[src/rtl/mesh_pkg.sv]
package mesh_pkg;

    typedef enum logic [1:0] {
        DIR_N = 2'd0,
        DIR_E = 2'd1,
        DIR_S = 2'd2,
        DIR_W = 2'd3
    } dir_e;

    typedef enum logic [2:0] {
        EDGE_FLAT   = 3'd0,
        EDGE_CYL    = 3'd1,
        EDGE_TORUS  = 3'd2,
        EDGE_SPIRAL = 3'd3,
        EDGE_STRING = 3'd4
    } edge_e;

    typedef enum logic {
        ST_BLANK = 1'b0,
        ST_HELD  = 1'b1
    } st_e;

endpackage

[src/rtl/mesh_row_map.sv]
module mesh_row_map #(
    parameter int LROWS = 4,
    parameter int PROWS = 6
) (
    input  logic [PROWS-1:0]                                      bypass,
    output logic [LROWS-1:0][((PROWS > 1) ? $clog2(PROWS) : 1)-1:0] log2phys,
    output logic [PROWS-1:0][((LROWS > 1) ? $clog2(LROWS) : 1)-1:0] phys2log,
    output logic [PROWS-1:0]                                      live
);
    localparam int PIDX = (PROWS > 1) ? $clog2(PROWS) : 1;
    localparam int LIDX = (LROWS > 1) ? $clog2(LROWS) : 1;
    localparam logic [LIDX:0] LCAP = (LIDX+1)'(LROWS);

    logic [LIDX:0] cnt;

    // physical row -> logical row: count usable rows below
    always_comb begin
        cnt = '0;
        for (int p = 0; p < PROWS; p++) begin
            phys2log[p] = '0;
            live[p]     = 1'b0;
            if (!bypass[p] && (cnt < LCAP)) begin
                live[p]     = 1'b1;
                phys2log[p] = cnt[LIDX-1:0];
                cnt         = cnt + 1'b1;
            end
        end
    end

    // logical row -> physical row: search the live rows
    always_comb begin
        for (int i = 0; i < LROWS; i++) begin
            log2phys[i] = '0;
            for (int p = 0; p < PROWS; p++) begin
                if (live[p] && (phys2log[p] == LIDX'(i)))
                    log2phys[i] = PIDX'(p);
            end
        end
    end

endmodule

[src/rtl/mesh_shift_core.sv]
module mesh_shift_core
    import mesh_pkg::*;
#(
    parameter int LROWS = 4,
    parameter int COLS  = 6
) (
    input  logic [LROWS*COLS-1:0] cur,
    input  logic [1:0]            dir,
    input  logic [2:0]            mode,
    output logic [LROWS*COLS-1:0] nxt
);
    localparam int NB = LROWS * COLS;

    for (genvar r = 0; r < LROWS; r++) begin : g_row
        for (genvar c = 0; c < COLS; c++) begin : g_col
            localparam int SELF    = r * COLS + c;
            localparam int E_ROW   = r * COLS + (c + COLS - 1) % COLS;
            localparam int W_ROW   = r * COLS + (c + 1) % COLS;
            localparam int E_CHAIN = (SELF + NB - 1) % NB;
            localparam int W_CHAIN = (SELF + 1) % NB;
            localparam int N_SRC   = ((r + 1) % LROWS) * COLS + c;
            localparam int S_SRC   = ((r + LROWS - 1) % LROWS) * COLS + c;
            localparam bit AT_W    = (c == 0);
            localparam bit AT_E    = (c == COLS - 1);
            localparam bit AT_S    = (r == LROWS - 1);
            localparam bit AT_N    = (r == 0);

            logic bit_v;

            always_comb begin
                bit_v = 1'b0;
                unique case (dir_e'(dir))
                    DIR_E: begin
                        if (!AT_W) bit_v = cur[E_ROW];
                        else begin
                            unique case (mode)
                                EDGE_CYL, EDGE_TORUS: bit_v = cur[E_ROW];
                                EDGE_SPIRAL:          bit_v = cur[E_CHAIN];
                                EDGE_STRING:          bit_v = AT_N ? 1'b0 : cur[E_CHAIN];
                                default:              bit_v = 1'b0;
                            endcase
                        end
                    end
                    DIR_W: begin
                        if (!AT_E) bit_v = cur[W_ROW];
                        else begin
                            unique case (mode)
                                EDGE_CYL, EDGE_TORUS: bit_v = cur[W_ROW];
                                EDGE_SPIRAL:          bit_v = cur[W_CHAIN];
                                EDGE_STRING:          bit_v = AT_S ? 1'b0 : cur[W_CHAIN];
                                default:              bit_v = 1'b0;
                            endcase
                        end
                    end
                    DIR_N: begin
                        if (!AT_S) bit_v = cur[N_SRC];
                        else if (mode == EDGE_TORUS || mode == EDGE_SPIRAL) bit_v = cur[N_SRC];
                        else bit_v = 1'b0;
                    end
                    DIR_S: begin
                        if (!AT_N) bit_v = cur[S_SRC];
                        else if (mode == EDGE_TORUS || mode == EDGE_SPIRAL) bit_v = cur[S_SRC];
                        else bit_v = 1'b0;
                    end
                    default: bit_v = 1'b0;
                endcase
            end

            assign nxt[SELF] = bit_v;
        end
    end

endmodule

[src/rtl/mesh_shifter.sv]
module mesh_shifter
    import mesh_pkg::*;
#(
    parameter int LROWS = 4,
    parameter int SPARE = 2,
    parameter int COLS  = 6
) (
    input  logic                     clk,
    input  logic                     rst_n,
    input  logic                     load,
    input  logic [LROWS*COLS-1:0]    load_plane,
    input  logic                     step,
    input  logic [1:0]               dir,
    input  logic [2:0]               edge_mode,
    input  logic [LROWS+SPARE-1:0]   bypass,
    output logic [LROWS*COLS-1:0]    plane_out
);
    localparam int PROWS = LROWS + SPARE;
    localparam int PIDX  = (PROWS > 1) ? $clog2(PROWS) : 1;
    localparam int LIDX  = (LROWS > 1) ? $clog2(LROWS) : 1;

    st_e state_q, state_d;
    logic [PROWS-1:0][COLS-1:0] store_q, store_d;
    logic [PROWS-1:0][COLS-1:0] load_scat, step_scat;
    logic [LROWS-1:0][COLS-1:0] load_rows, step_rows;
    logic [LROWS-1:0][PIDX-1:0] log2phys;
    logic [PROWS-1:0][LIDX-1:0] phys2log;
    logic [PROWS-1:0]           live;
    logic [LROWS*COLS-1:0]      shifted;

    mesh_row_map #(.LROWS(LROWS), .PROWS(PROWS)) u_map (
        .bypass   (bypass),
        .log2phys (log2phys),
        .phys2log (phys2log),
        .live     (live)
    );

    // gather the logical plane out of the physical rows
    for (genvar i = 0; i < LROWS; i++) begin : g_gather
        assign plane_out[i*COLS +: COLS] = store_q[log2phys[i]];
    end

    mesh_shift_core #(.LROWS(LROWS), .COLS(COLS)) u_core (
        .cur  (plane_out),
        .dir  (dir),
        .mode (edge_mode),
        .nxt  (shifted)
    );

    assign load_rows = load_plane;
    assign step_rows = shifted;

    // scatter logical rows back into physical rows, retired rows cleared
    always_comb begin
        for (int p = 0; p < PROWS; p++) begin
            load_scat[p] = live[p] ? load_rows[phys2log[p]] : '0;
            step_scat[p] = live[p] ? step_rows[phys2log[p]] : '0;
        end
    end

    // state register
    always_ff @(posedge clk or negedge rst_n) begin
        if (!rst_n) begin
            state_q <= ST_BLANK;
            store_q <= '0;
        end else begin
            state_q <= state_d;
            store_q <= store_d;
        end
    end

    // next state and plane
    always_comb begin
        state_d = state_q;
        store_d = store_q;
        unique case (state_q)
            ST_BLANK: begin
                if (load) begin
                    state_d = ST_HELD;
                    store_d = load_scat;
                end
            end
            ST_HELD: begin
                if (load)      store_d = load_scat;
                else if (step) store_d = step_scat;
            end
            default: begin
                state_d = ST_BLANK;
                store_d = '0;
            end
        endcase
    end

endmodule

[config.mk]
export PLATFORM = sky130hd
export DESIGN_NAME = mesh_shifter
export DESIGN_NICKNAME = d
export VERILOG_FILES = /design/src/rtl/mesh_pkg.sv /design/src/rtl/mesh_row_map.sv /design/src/rtl/mesh_shift_core.sv /design/src/rtl/mesh_shifter.sv
export SDC_FILE = /design/constraint.sdc
export NUM_CORES = 1
export LEC_CHECK = 0
export ABC_AREA = 1
export BUFFER_PORTS_ARGS = -buffer_cell sky130_fd_sc_hd__buf_2
export CAP_MARGIN = 20
export CORE_UTILIZATION = 40
export CTS_CLUSTER_DIAMETER = 80
export DETAILED_ROUTE_END_ITERATION = 10
export HOLD_SLACK_MARGIN = 0.06
export PLACE_DENSITY_LB_ADDON = 0.3
export SLEW_MARGIN = 15
export SYNTH_ARGS = -nofsm -noshare
export SYNTH_HDL_FRONTEND = slang
export SYNTH_SLANG_ARGS = --single-unit
[constraint.sdc]
create_clock -name clk -period 4.25 [get_ports clk]
set_input_delay 0.85 -clock clk [delete_from_list [all_inputs] [get_ports clk]]
set_output_delay 0.85 -clock clk [all_outputs]
set_load 0.01 [all_outputs]
; ---- Word-level counts from Yosys, hierarchy flattened
; Index checks and enable logic that the tools add are counted.
[classes]
n_lt_le_gt_ge = 14
muxes = 125
mul = 0
eq_ne = 24
bitwise_logic = 1
reduce_logical = 40
shift = 0
add_sub_neg = 4
div = 0
[op_table]
columns = operator, count
row1 = $mux 6, 26
row2 = $bmux 6 s2, 10
row3 = $mux 36, 3
row4 = $pmux 1 s4, 24
row5 = $bmux 6 s3, 4
row6 = $pmux 36 s2, 1
row7 = $mux 3, 12
row8 = $mux 2, 13
row9 = $logic_and 1x1->1, 25
row10 = $eq 2x2->1 const B, 12
row11 = $mux 1, 24
row12 = $lt 3x4->1 const B, 4
row13 = $pmux 1 s2, 8
row14 = $lt 2x3->1 const B, 5
row15 = $eq 2x1->1 const B, 6
row16 = $logic_not 2->1, 6
row17 = $lt 3x3->1 const B, 4
row18 = $add 3x1->3 const B, 3
row19 = $eq 3x2->1 const B, 2
row20 = $logic_not 1->1, 5
row21 = $reduce_or 2->1, 2
row22 = $eq 3x1->1 const B, 1
row23 = $eq 3x3->1 const B, 1
row24 = $lt 1x3->1 const B, 1
row25 = other kinds (6), 6
[totals]
rom_bits = 0
register_bits = 37
inputBits = 39
mem_count = 0
ram_bits = 0
latchBits = 0

; ---- Depth between registers and ports, before layout
; Gate-level depths: netlist (run 1).
[logic_depth]
depth_word = 29
mapped_depth = 30

; ---- Cells and area by module
; From an unflattened synthesis (run 1), not the netlist that was laid out.
[hier_totals]
hier_cells = 1301
area_unflattened_um2 = 6819.0
[by_module_without_submodules]
columns = mod, area_per_inst_um2, seq_area_each_um2, n_inst, cells_each
row1 = mesh_shifter, 5243.8, 925.9, 1, 1007
row2 = mesh_shift_core, 972.2, 0.0, 1, 188
row3 = mesh_row_map, 603.1, 0.0, 1, 106

; ---- Worst setup path after synthesis (run 1)
; Ideal clock, no wire load.
[synth_timing]
path_type = input port to output port
from = in bypass[0]
to = out plane_out[16]
path_buffers = 0
t_required_ns = 3.400
arrival_time_ns = 3.702
setup_slack_ns = -0.302
path_stages = 15
cell_sequence = inv_1 > ha_1 > ha_1 > ha_1 > nand3_1 > nand2_4 > ha_1 > nand2_1 > nand2_1 > nor3_4 > nand3_1 > nand2_1 > inv_1 > o21ai_0 > a21boi_0
[synth_via]
elab_chain_cells = 21
word_cells_on_any_way = 46
cone_classes = 4 x add/sub / 5 x order compare / 5 x eq/ne / 22 x mux / 10 x reduce/logical
[synth_rtl]
columns = element, line_no
row1 = "start, declared", mesh_shifter.sv:15  ; input logic [LROWS+SPARE-1:0] bypass,
row2 = $mux 1 (*), mesh_row_map.sv:22  ; if (!bypass[p] && (cnt < LCAP)) begin
row3 = $lt 1x3->1, mesh_row_map.sv:22
row4 = $logic_and 1x1->1, mesh_row_map.sv:22
row5 = $mux 3, mesh_row_map.sv:22
row6 = $lt 3x3->1, mesh_row_map.sv:22
row7 = $logic_and 1x1->1, mesh_row_map.sv:22
row8 = $mux 3, mesh_row_map.sv:22
row9 = $lt 3x3->1, mesh_row_map.sv:22
row10 = [... 5 more ...], n/a
row11 = $lt 3x3->1, mesh_row_map.sv:22
row12 = $logic_and 1x1->1, mesh_row_map.sv:22
row13 = $mux 2, mesh_row_map.sv:22
row14 = $eq 2x2->1, mesh_row_map.sv:35  ; if (live[p] && (phys2log[p] == LIDX'(i)))
row15 = $logic_and 1x1->1, mesh_row_map.sv:35
row16 = $mux 3 (*), mesh_row_map.sv:35
row17 = $bmux 6 s3 (*), mesh_shifter.sv:40  ; assign plane_out[i*COLS +: COLS] = store_q[log2phys[i]];
row18 = $mux 6 (not written as such) (*), mesh_shifter.sv:40
row19 = "end, declared", mesh_shifter.sv:16  ; output logic [LROWS*COLS-1:0] plane_out
; Every way passes the cells marked *; elsewhere a longest branch is shown, timed or not. The select of a mux whose other input is x is not followed.

; ---- Worst setup path in the final report (run 1)
[layout_timing]
from = in bypass[1]
to = out plane_out[19]
[layout_via]
elab_chain_cells = 20
word_cells_on_any_way = 44
cone_classes = 3 x add/sub / 4 x order compare / 5 x eq/ne / 21 x mux / 11 x reduce/logical
[layout_rtl]
columns = element, line_no
row1 = $logic_not 1->1 (*), mesh_row_map.sv:22
row2 = $logic_and 1x1->1 (*), mesh_row_map.sv:22
row3 = $mux 3, mesh_row_map.sv:22
row4 = $lt 3x3->1, mesh_row_map.sv:22
row5 = $logic_and 1x1->1, mesh_row_map.sv:22
row6 = $mux 3, mesh_row_map.sv:22
row7 = $lt 3x3->1, mesh_row_map.sv:22
row8 = $logic_and 1x1->1, mesh_row_map.sv:22
row9 = [... 4 more ...], n/a
row10 = $lt 3x3->1, mesh_row_map.sv:22
row11 = $logic_and 1x1->1, mesh_row_map.sv:22
row12 = $mux 2, mesh_row_map.sv:22
row13 = $eq 2x2->1, mesh_row_map.sv:35
row14 = $logic_and 1x1->1, mesh_row_map.sv:35
row15 = $mux 3 (*), mesh_row_map.sv:35
row16 = $bmux 6 s3 (*), mesh_shifter.sv:40
row17 = $mux 6 (not written as such) (*), mesh_shifter.sv:40
; Marked as above.

==> results.toml, run 1 <==
[floorplanning]
io_pins = 63
die_w_um = 127.2
chipHeight_um = 127.2
fp.dieArea_um2 = 16180
core_um2 = 15260
std_cell_rows = 45
start_util_pct = 41.09

[layout]
drive_gt1_share_pct = 42.15
antenna-diode-count = 0
regArea_um2 = 925.9
area_growth_syn_to_layout_pct = 63.30
fill_cells = 1378
multi_input_area_um2 = 5788
fin_nets = 1479

[clocking]
insertion_delay_ps = 300
htreeDepth = 2
clockBufferDepth = 2
clk_pin_slew_ps = 60
cts_hold_buf = 0
cts_sinks = 37
cts_root_buf = "clkbuf_16"
cts_buffers = 5
cts_tree = "done"

[sta]
period_needed_ps = 4676
hold_viol_final = 0
clock.fmax_mhz = 213.8
final_max_slew_viol_count = 0
layout_setup_ws_ps = -426.2
max_slew_margin_pct = 39.82
skew_ps = 7.193
period_share_pct = 110.0
hold_ws_ps = 481.2
setup_viol = 49
rsz0062_at_grt = "yes"
worst_pin_slew_ps = 901.7

[logic_synthesis]
ys.flop_type = "dfrtp_1"
netlist_area_um2 = 6270
synth_commonest_cells = "493 x nand2_1, 159 x nand3_1, 109 x inv_1"
synthMostInstantiatedCell = "nand2_1"
synth_seq_area_share_pct = 14.77
syn_avg_cell_area_um2 = 5.400
synth-seq-cells = 37
synth_warnings = 0
synth-edff-count = 0
syn_nets = 1208
synth_top_cell_area_share_pct = 29.52
synth_cells = 1161
synthTopCellsByArea = "nand2_1 30%, dfrtp_1 15%, nand3_1 13%"
async_reset_ff_share_pct = 100.0
synth.distinct_cells = 46
synth_top_cell_by_area = "nand2_1"

[route]
num_vias = 9865
avgRoutedWirePerCell_um = 22.16
ant_nets = 0
drc = 0
firstDrtPassIters = 6
via_per_inst = 6.001
drtIter0Drc = 1281
totalWireLength_mm = 36.42

[setup_path]
cp_top_family = "simple AND/OR/NAND/NOR gates"
reg2reg_depth = 16
crit_required_ps = 3400
crit_buf_inv = 6
r2r-end = "store_q[31]"
critPathLaunchType = "input port"
crit_end = "plane_out[19]"
worst-path-stages = 20
max_stage_delay_ps = 290
cp_slowest_cell = "ha_4"
cp-end-kind = "primary output"
cp_cell_sequence = "buf_2, inv_2, ha_4, ha_4, ha_4, nand3_4, nand2_4, ha_4, nor2_4, nor3_4, buf_12, buf_6, nand3_4, nand2_8, buf_6, nand2_2, o211ai_1, nand3_2, nand2_2, buf_6"
reg2reg_slack_ps = 1920
timing.rr.start = "store_q[13]"
cp-startpoint = "bypass[1]"
cp_common_cell = "ha_4"
crit_type = "in -> out"
cp.arrival_ps = 3830
critPathMaxFanout = 8

[global_route]
grt_pass1_wl_mm = 51.69
antenna_found_initial = 0
grt_max_degree = 44
grt_use_total_pct = 42.69
grt-ovfl-total = 0
grt_pass1_vias = 8962

[place]
gp_congestion = 1.063
place_ws_ps = -537.9
hpwl_mm = 26.25
port_buffers = 62

[outcome]
failed_checks = "negative setup slack"
outcome = "finished with violations"

[pwr]
p_leak_nw = 5.123
power_density_nw_per_um2 = 416.5
ir_drop_mv = 0.1894

[job]
max-cap-violations = 0

[worst_hold_path]
min_path_type = "reg -> reg"
[cell type report]
class	count	area share (%)
well taps	211	2.579
repair buffers	307	24.60
clock buffers	5	1.222
multi-input cells	948	56.53
flip-flops and latches	37	9.043
inverters	132	5.695
clock inverters	3	0.2444
repair inverters	1	0.08554
[layer usage]
| metal | vias up | track usage [%] | part of all wire, % | wire length [µm] |
|---|---|---|---|---|
| met5 | - | 0 | 0 | 0 |
| met4 | 0 | 32.07 | 9.0 | 3265 |
| li1 | 4379 | - | - | - |
| met3 | 200 | 5.653 | 9.9 | 3621 |
| met2 | 748 | 65.06 | 43 | 15730 |
| met1 | 4538 | 55.20 | 38 | 13800 |
[registers in the layout (all words and copies together), names as in the netlist]
signal,cells
state_q,1
store_q,36
[logic make-up after synthesis]
kind of cell               after synthesis  synth area share [%]
and+or+nand+nor                        769                 54.18
adders and majority gates                8                 1.597
AOI/OAI and AO/OA                      171                 17.52
buffers and inverters                  176                 11.93
DFF                                     37                 14.77
[worst min-delay path by stage]
stage	from	slack (ps)	depth (start not counted)	end
floorplan	state_q	450	2	state_q
CTS	store_q[18]	490	2	store_q[18]
detailed placement	store_q[18]	470	2	store_q[18]
finish	store_q[34]	480	2	store_q[34]
global placement	store_q[13]	460	2	store_q[13]
global route	store_q[34]	500	2	store_q[34]
[what timing repair did]
item,in CTS,in global routing
cloned,2,2
gates resized for setup,211,174
buffers inserted,47,38
pin swaps,74,87
setup endpoints to repair,59,60
[worst reg2reg max path: cells and delay by family, from the launching register on]
family / cells / cell delay, ps
buf+inv: 5 / 820
simple gates: 10 / 790
flops: 1 / 390
compound gates: 1 / 220
[cells in the final DEF (no fill, tap or decap), types with 3 or more instances in the layout]
cell | Yosys | layout
nor2_4 | 3 | 11
inv_6 | 0 | 4
a21oi_2 | 2 | 6
nor2_1 | 39 | 34
o21a_1 | 3 | 3
nand2_2 | 14 | 87
o211ai_2 | 4 | 3
nand2_4 | 3 | 22
nand4_1 | 29 | 29
a21boi_4 | 0 | 3
buf_4 | 4 | 200
a31oi_1 | 5 | 5
nand3_2 | 8 | 55
clkbuf_16 | 0 | 6
inv_1 | 109 | 92
buf_8 | 0 | 3
o2111ai_1 | 24 | 24
inv_8 | 0 | 3
dfrtp_1 | 37 | 37
nor2_2 | 8 | 5
nand2_8 | 0 | 5
o21ai_1 | 19 | 19
nand3_4 | 3 | 21
inv_2 | 14 | 15
inv_4 | 2 | 10
o21ai_4 | 0 | 4
buf_12 | 0 | 5
o211ai_1 | 14 | 14
clkinv_1 | 6 | 6
nand2_1 | 493 | 396
o21ai_0 | 41 | 28
ha_4 | 0 | 6
a21oi_1 | 42 | 36
buf_2 | 5 | 41
nand3_1 | 159 | 94
and2_4 | 1 | 3
a22oi_1 | 7 | 6
buf_6 | 8 | 57
o21ai_2 | 3 | 12
[power breakdown]
part,total [mW],internal (mW),switching (mW),leakage (nW)
sequential,0.498,0.404,0.0947,0.469
clock,0.398,0.221,0.177,0.0704
combinational,3.37,1.46,1.91,4.58
[per-stage QoR]
step	power, mW	TNS (ps)	std cells	utilization, %	instance area, µm²
2_1_floorplan	1.682	0	1161	-	6312
3_3_place_gp	2.740	-23790	1553	51.80	7904
3_5_place_dp	2.737	-26210	1553	51.80	7904
4_1_cts	3.643	-3960	1604	60.08	9168
5_1_grt	4.432	-13700	1644	67.10	10240
6_report	4.265	-7717	1644	67.10	10240
Note: power is estimated with default switching activity, not from simulation.
==> run 2, diff against run 1 <==
Settings changed: CELL_PAD_IN_SITES_DETAIL_PLACEMENT set to 2, CELL_PAD_IN_SITES_GLOBAL_PLACEMENT set to 2, CORE_UTILIZATION 40 to 28, CTS_BUF_LIST set to sky130_fd_sc_hd__clkbuf_8.
==> results.toml, run 2 <==
[logic_synthesis]
synth-simple-area-share_pct = 54.18
async_reset_ff_share_pct = 100.0
synth-edff-count = 0
synthMostInstantiatedCell = "nand2_1"
synth_compound_area_share_pct = 17.52
synth_top_cell_by_area = "nand2_1"
ys.flop_type = "dfrtp_1"
syn_nets = 1208
synth-seq-cells = 37
netlist_area_um2 = 6270
synth_top_cell_area_share_pct = 29.52
synth_commonest_cells = "493 x nand2_1, 159 x nand3_1, 109 x inv_1"
synth_warnings = 0
synthTopCellsByArea = "nand2_1 30%, dfrtp_1 15%, nand3_1 13%"
synth_xor_area_share_pct = 0
synth.distinct_cells = 46
synth_fa_ha_area_share_pct = 1.596
synth_cells = 1161
synthMuxAreaShare_pct = 0
synth_seq_area_share_pct = 14.77
synth_top_family_by_area = "simple AND/OR/NAND/NOR gates"
syn_avg_cell_area_um2 = 5.400

[place]
hpwl_mm = 33.28
gp_congestion = 0.9728
port_buffers = 62

[clocking]
htreeDepth = 2
cts_hold_buf = 0
cts_root_buf = "clkbuf_8"
clockBufferDepth = 2
cts_buffers = 5
cts_sinks = 37

[floorplanning]
std_cell_rows = 54
chipHeight_um = 151.6
die_w_um = 151.6
io_pins = 63
start_util_pct = 28.64

[global_route]
grt_max_degree = 44
antenna_found_initial = 6

[outcome]
outcome = "did not finish"
stop_stage = "global routing (5_1_grt)"
firstError = "[ERROR DPL-0033] detailed placement checks failed during check placement."

[sta]
endpoint_type = "primary output"
grt-worst-endpoint = "plane_out[19]"
[run 2: stage by stage]
step                hold WS, ps  cell area (µm²)  std cells  setup slack [ps]
floorplan                 447.2             6312       1161             22.27
global placement          464.8             7993       1624            -534.1
detailed placement        476.9             7993       1624            -789.4
CTS                       500.9             9585       1685            -313.8
[run 2: cells by family after synthesis]
| kind of cell | Yosys count |
|---|---|
| AOI/OAI and AO/OA | 171 |
| adders and majority gates | 8 |
| buffers and inverters | 176 |
| DFF | 37 |
| and+or+nand+nor | 769 |
[run 2: what timing repair did]
| item | 4_1_cts |
|---|---|
| gates resized for setup | 277 |
| pin swaps | 86 |
| endpoints found under the setup margin | 60 |
| setup buffers | 58 |
==> run 3, diff against run 2 <==
Settings changed: CELL_PAD_IN_SITES_DETAIL_PLACEMENT 2 to not set, CELL_PAD_IN_SITES_GLOBAL_PLACEMENT 2 to not set, CORE_UTILIZATION 28 to 25, CTS_BUF_LIST sky130_fd_sc_hd__clkbuf_8 to not set, CTS_CLUSTER_DIAMETER 80 to not set, HOLD_SLACK_MARGIN 0.06 to not set, PLACE_DENSITY_LB_ADDON 0.3 to 0.15.
Clock period 4.25 ns to 5.5 ns, I/O delays scaled along.
==> results.toml, run 3 (synthesized netlist as in run 1, its figures left out) <==
[outcome]
outcome = "complete, no violations"

[setup_path]
cp_cell_sequence = "buf_2, inv_1, ha_1, ha_1, ha_1, nand3_2, nand2_4, ha_1, nor2_1, nor3_4, nand3_2, buf_4, buf_4, nand2_1, inv_2, nand3_1, nand2_1, inv_2, buf_2"
cp_common_cell = "ha_1"
reg2reg_depth = 9
crit_type = "in -> out"
timing.rr.start = "state_q"
cp.arrival_ps = 4260
crit_required_ps = 4400
cp_slowest_cell = "ha_1"
reg2reg_slack_ps = 3070
max_stage_delay_ps = 340
crit_buf_inv = 7
r2r-end = "store_q[30]"
cp-end-kind = "primary output"
cp_top_family = "adder cells"
critPathLaunchType = "input port"
critPathMaxFanout = 11

[route]
drc = 0
avgRoutedWirePerCell_um = 21.96
ant_nets = 0
num_vias = 8476
totalWireLength_mm = 34.56
firstDrtPassIters = 6
drtIter0Drc = 982
via_per_inst = 5.385

[worst_hold_path]
hold_depth = 2
min_path_type = "reg -> reg"
min_to = "store_q[18]"
min_from = "store_q[18]"

[clocking]
insertion_delay_ps = 300
clockBufferDepth = 2
cts_buffers = 5
cts_tree = "done"
cts_root_buf = "clkbuf_16"
clk_pin_slew_ps = 70
cts_sinks = 37
htreeDepth = 2

[sta]
clock.fmax_mhz = 186.6
final_max_slew_viol_count = 0
worst_pin_slew_ps = 1029
rsz0062_at_grt = "yes"
period_share_pct = 97.45
layout_setup_ws_ps = 140.4
hold_ws_ps = 485.1
max_slew_margin_pct = 31.13
setup_viol = 0
skew_ps = 3.773
hold_viol_final = 0
period_needed_ps = 5360

[global_route]
grt-ovfl-total = 0
grt_pass1_vias = 7774
grt_max_degree = 45
grt_use_total_pct = 26.67
antenna_found_initial = 0
grt_pass1_wl_mm = 50.72

[place]
port_buffers = 62
gp_congestion = 0.9795
place_ws_ps = 32.60
place_area_um2 = 7204
hpwl_mm = 27.86

[floorplanning]
fp.dieArea_um2 = 25720
die_w_um = 160.4
io_pins = 63
std_cell_rows = 57
chipHeight_um = 160.4
start_util_pct = 25.63
core_um2 = 24460

[pwr]
p_leak_nw = 3.844
power_density_nw_per_um2 = 307.7
ir_drop_mv = 0.1359
p_total_mw = 2.294

[layout]
antenna-diode-count = 0
final_cell_mix = "490 x nand2_1, 149 x nand3_1, 109 x inv_1"
fin_nets = 1296
largest_register = "store_q"
regArea_um2 = 925.9
final_common_cell = "nand2_1"
reg_top3 = "store_q x36, state_q x1"
fill_cells = 2883
largest_register_ffs = 36
drive_gt1_share_pct = 17.60
multi_input_area_um2 = 4683
final_area_um2 = 7456
area_growth_syn_to_layout_pct = 18.92

[job]
max-cap-violations = 0
run 3: worst max path at each step:
stage | startpoint | endpoint | slack [ps] | depth (start not counted)
2_1_floorplan | bypass[0] | plane_out[16] | 450 | 15
3_3_place_gp | bypass[0] | plane_out[13] | 20 | 18
3_5_place_dp | bypass[0] | plane_out[15] | 30 | 20
4_1_cts | bypass[0] | plane_out[15] | 7 | 20
5_1_grt | bypass[0] | plane_out[11] | -30 | 23
6_report | bypass[0] | plane_out[18] | 140 | 19
run 3: repair_timing:
item                                    4_1_cts  5_1_grt
endpoints found under the setup margin        0       24
resized for setup                             0       20
setup buffers                                 0        2
hold buffers                                  0        0
run 3: power breakdown:
group	internal [mW]	switching, mW
combinational	0.503	1.11
sequential	0.312	0.0673
clock	0.169	0.136
run 3: area by class of cell:
type                    instances  share of cell area, %
multi-input cells             948                  62.81
flip-flops and latches         37                  12.42
repair buffers                125                  10.56
inverters                     132                  6.796
well taps                     324                  5.437
clock buffers                   5                  1.678
clock inverters                 3                 0.3021
run 3: metrics by stage:
stage | std cells | setup TNS [ps] | util (%)
final | 1574 | 0 | 30.48
after detailed placement | 1564 | 0 | 29.45
after global placement | 1564 | 0 | 29.45
after floorplan | 1161 | 0 | -
after global routing | 1574 | -127.3 | 30.48
after CTS | 1572 | 0 | 30.05
run 3: worst register-to-register path: stages, from the launching register on:
cell	delay, ps
dfrtp_1	370
nand2_1	120
inv_1	180
nor2_4	110
buf_4	440
clkinv_1	440
nand2_1	340
a21oi_1	100
nand2_1	140
nand2_1	70
run 3: per-layer routing:
metal / up-vias / track usage (%) / share of wire (%)
met1: 3938 / 38.03 / 46
met2: 478 / 40.99 / 43
met5: - / 0 / 0
met3: 61 / 3.512 / 8.1
met4: 0 / 9.134 / 3.0
li1: 3999 / - / -
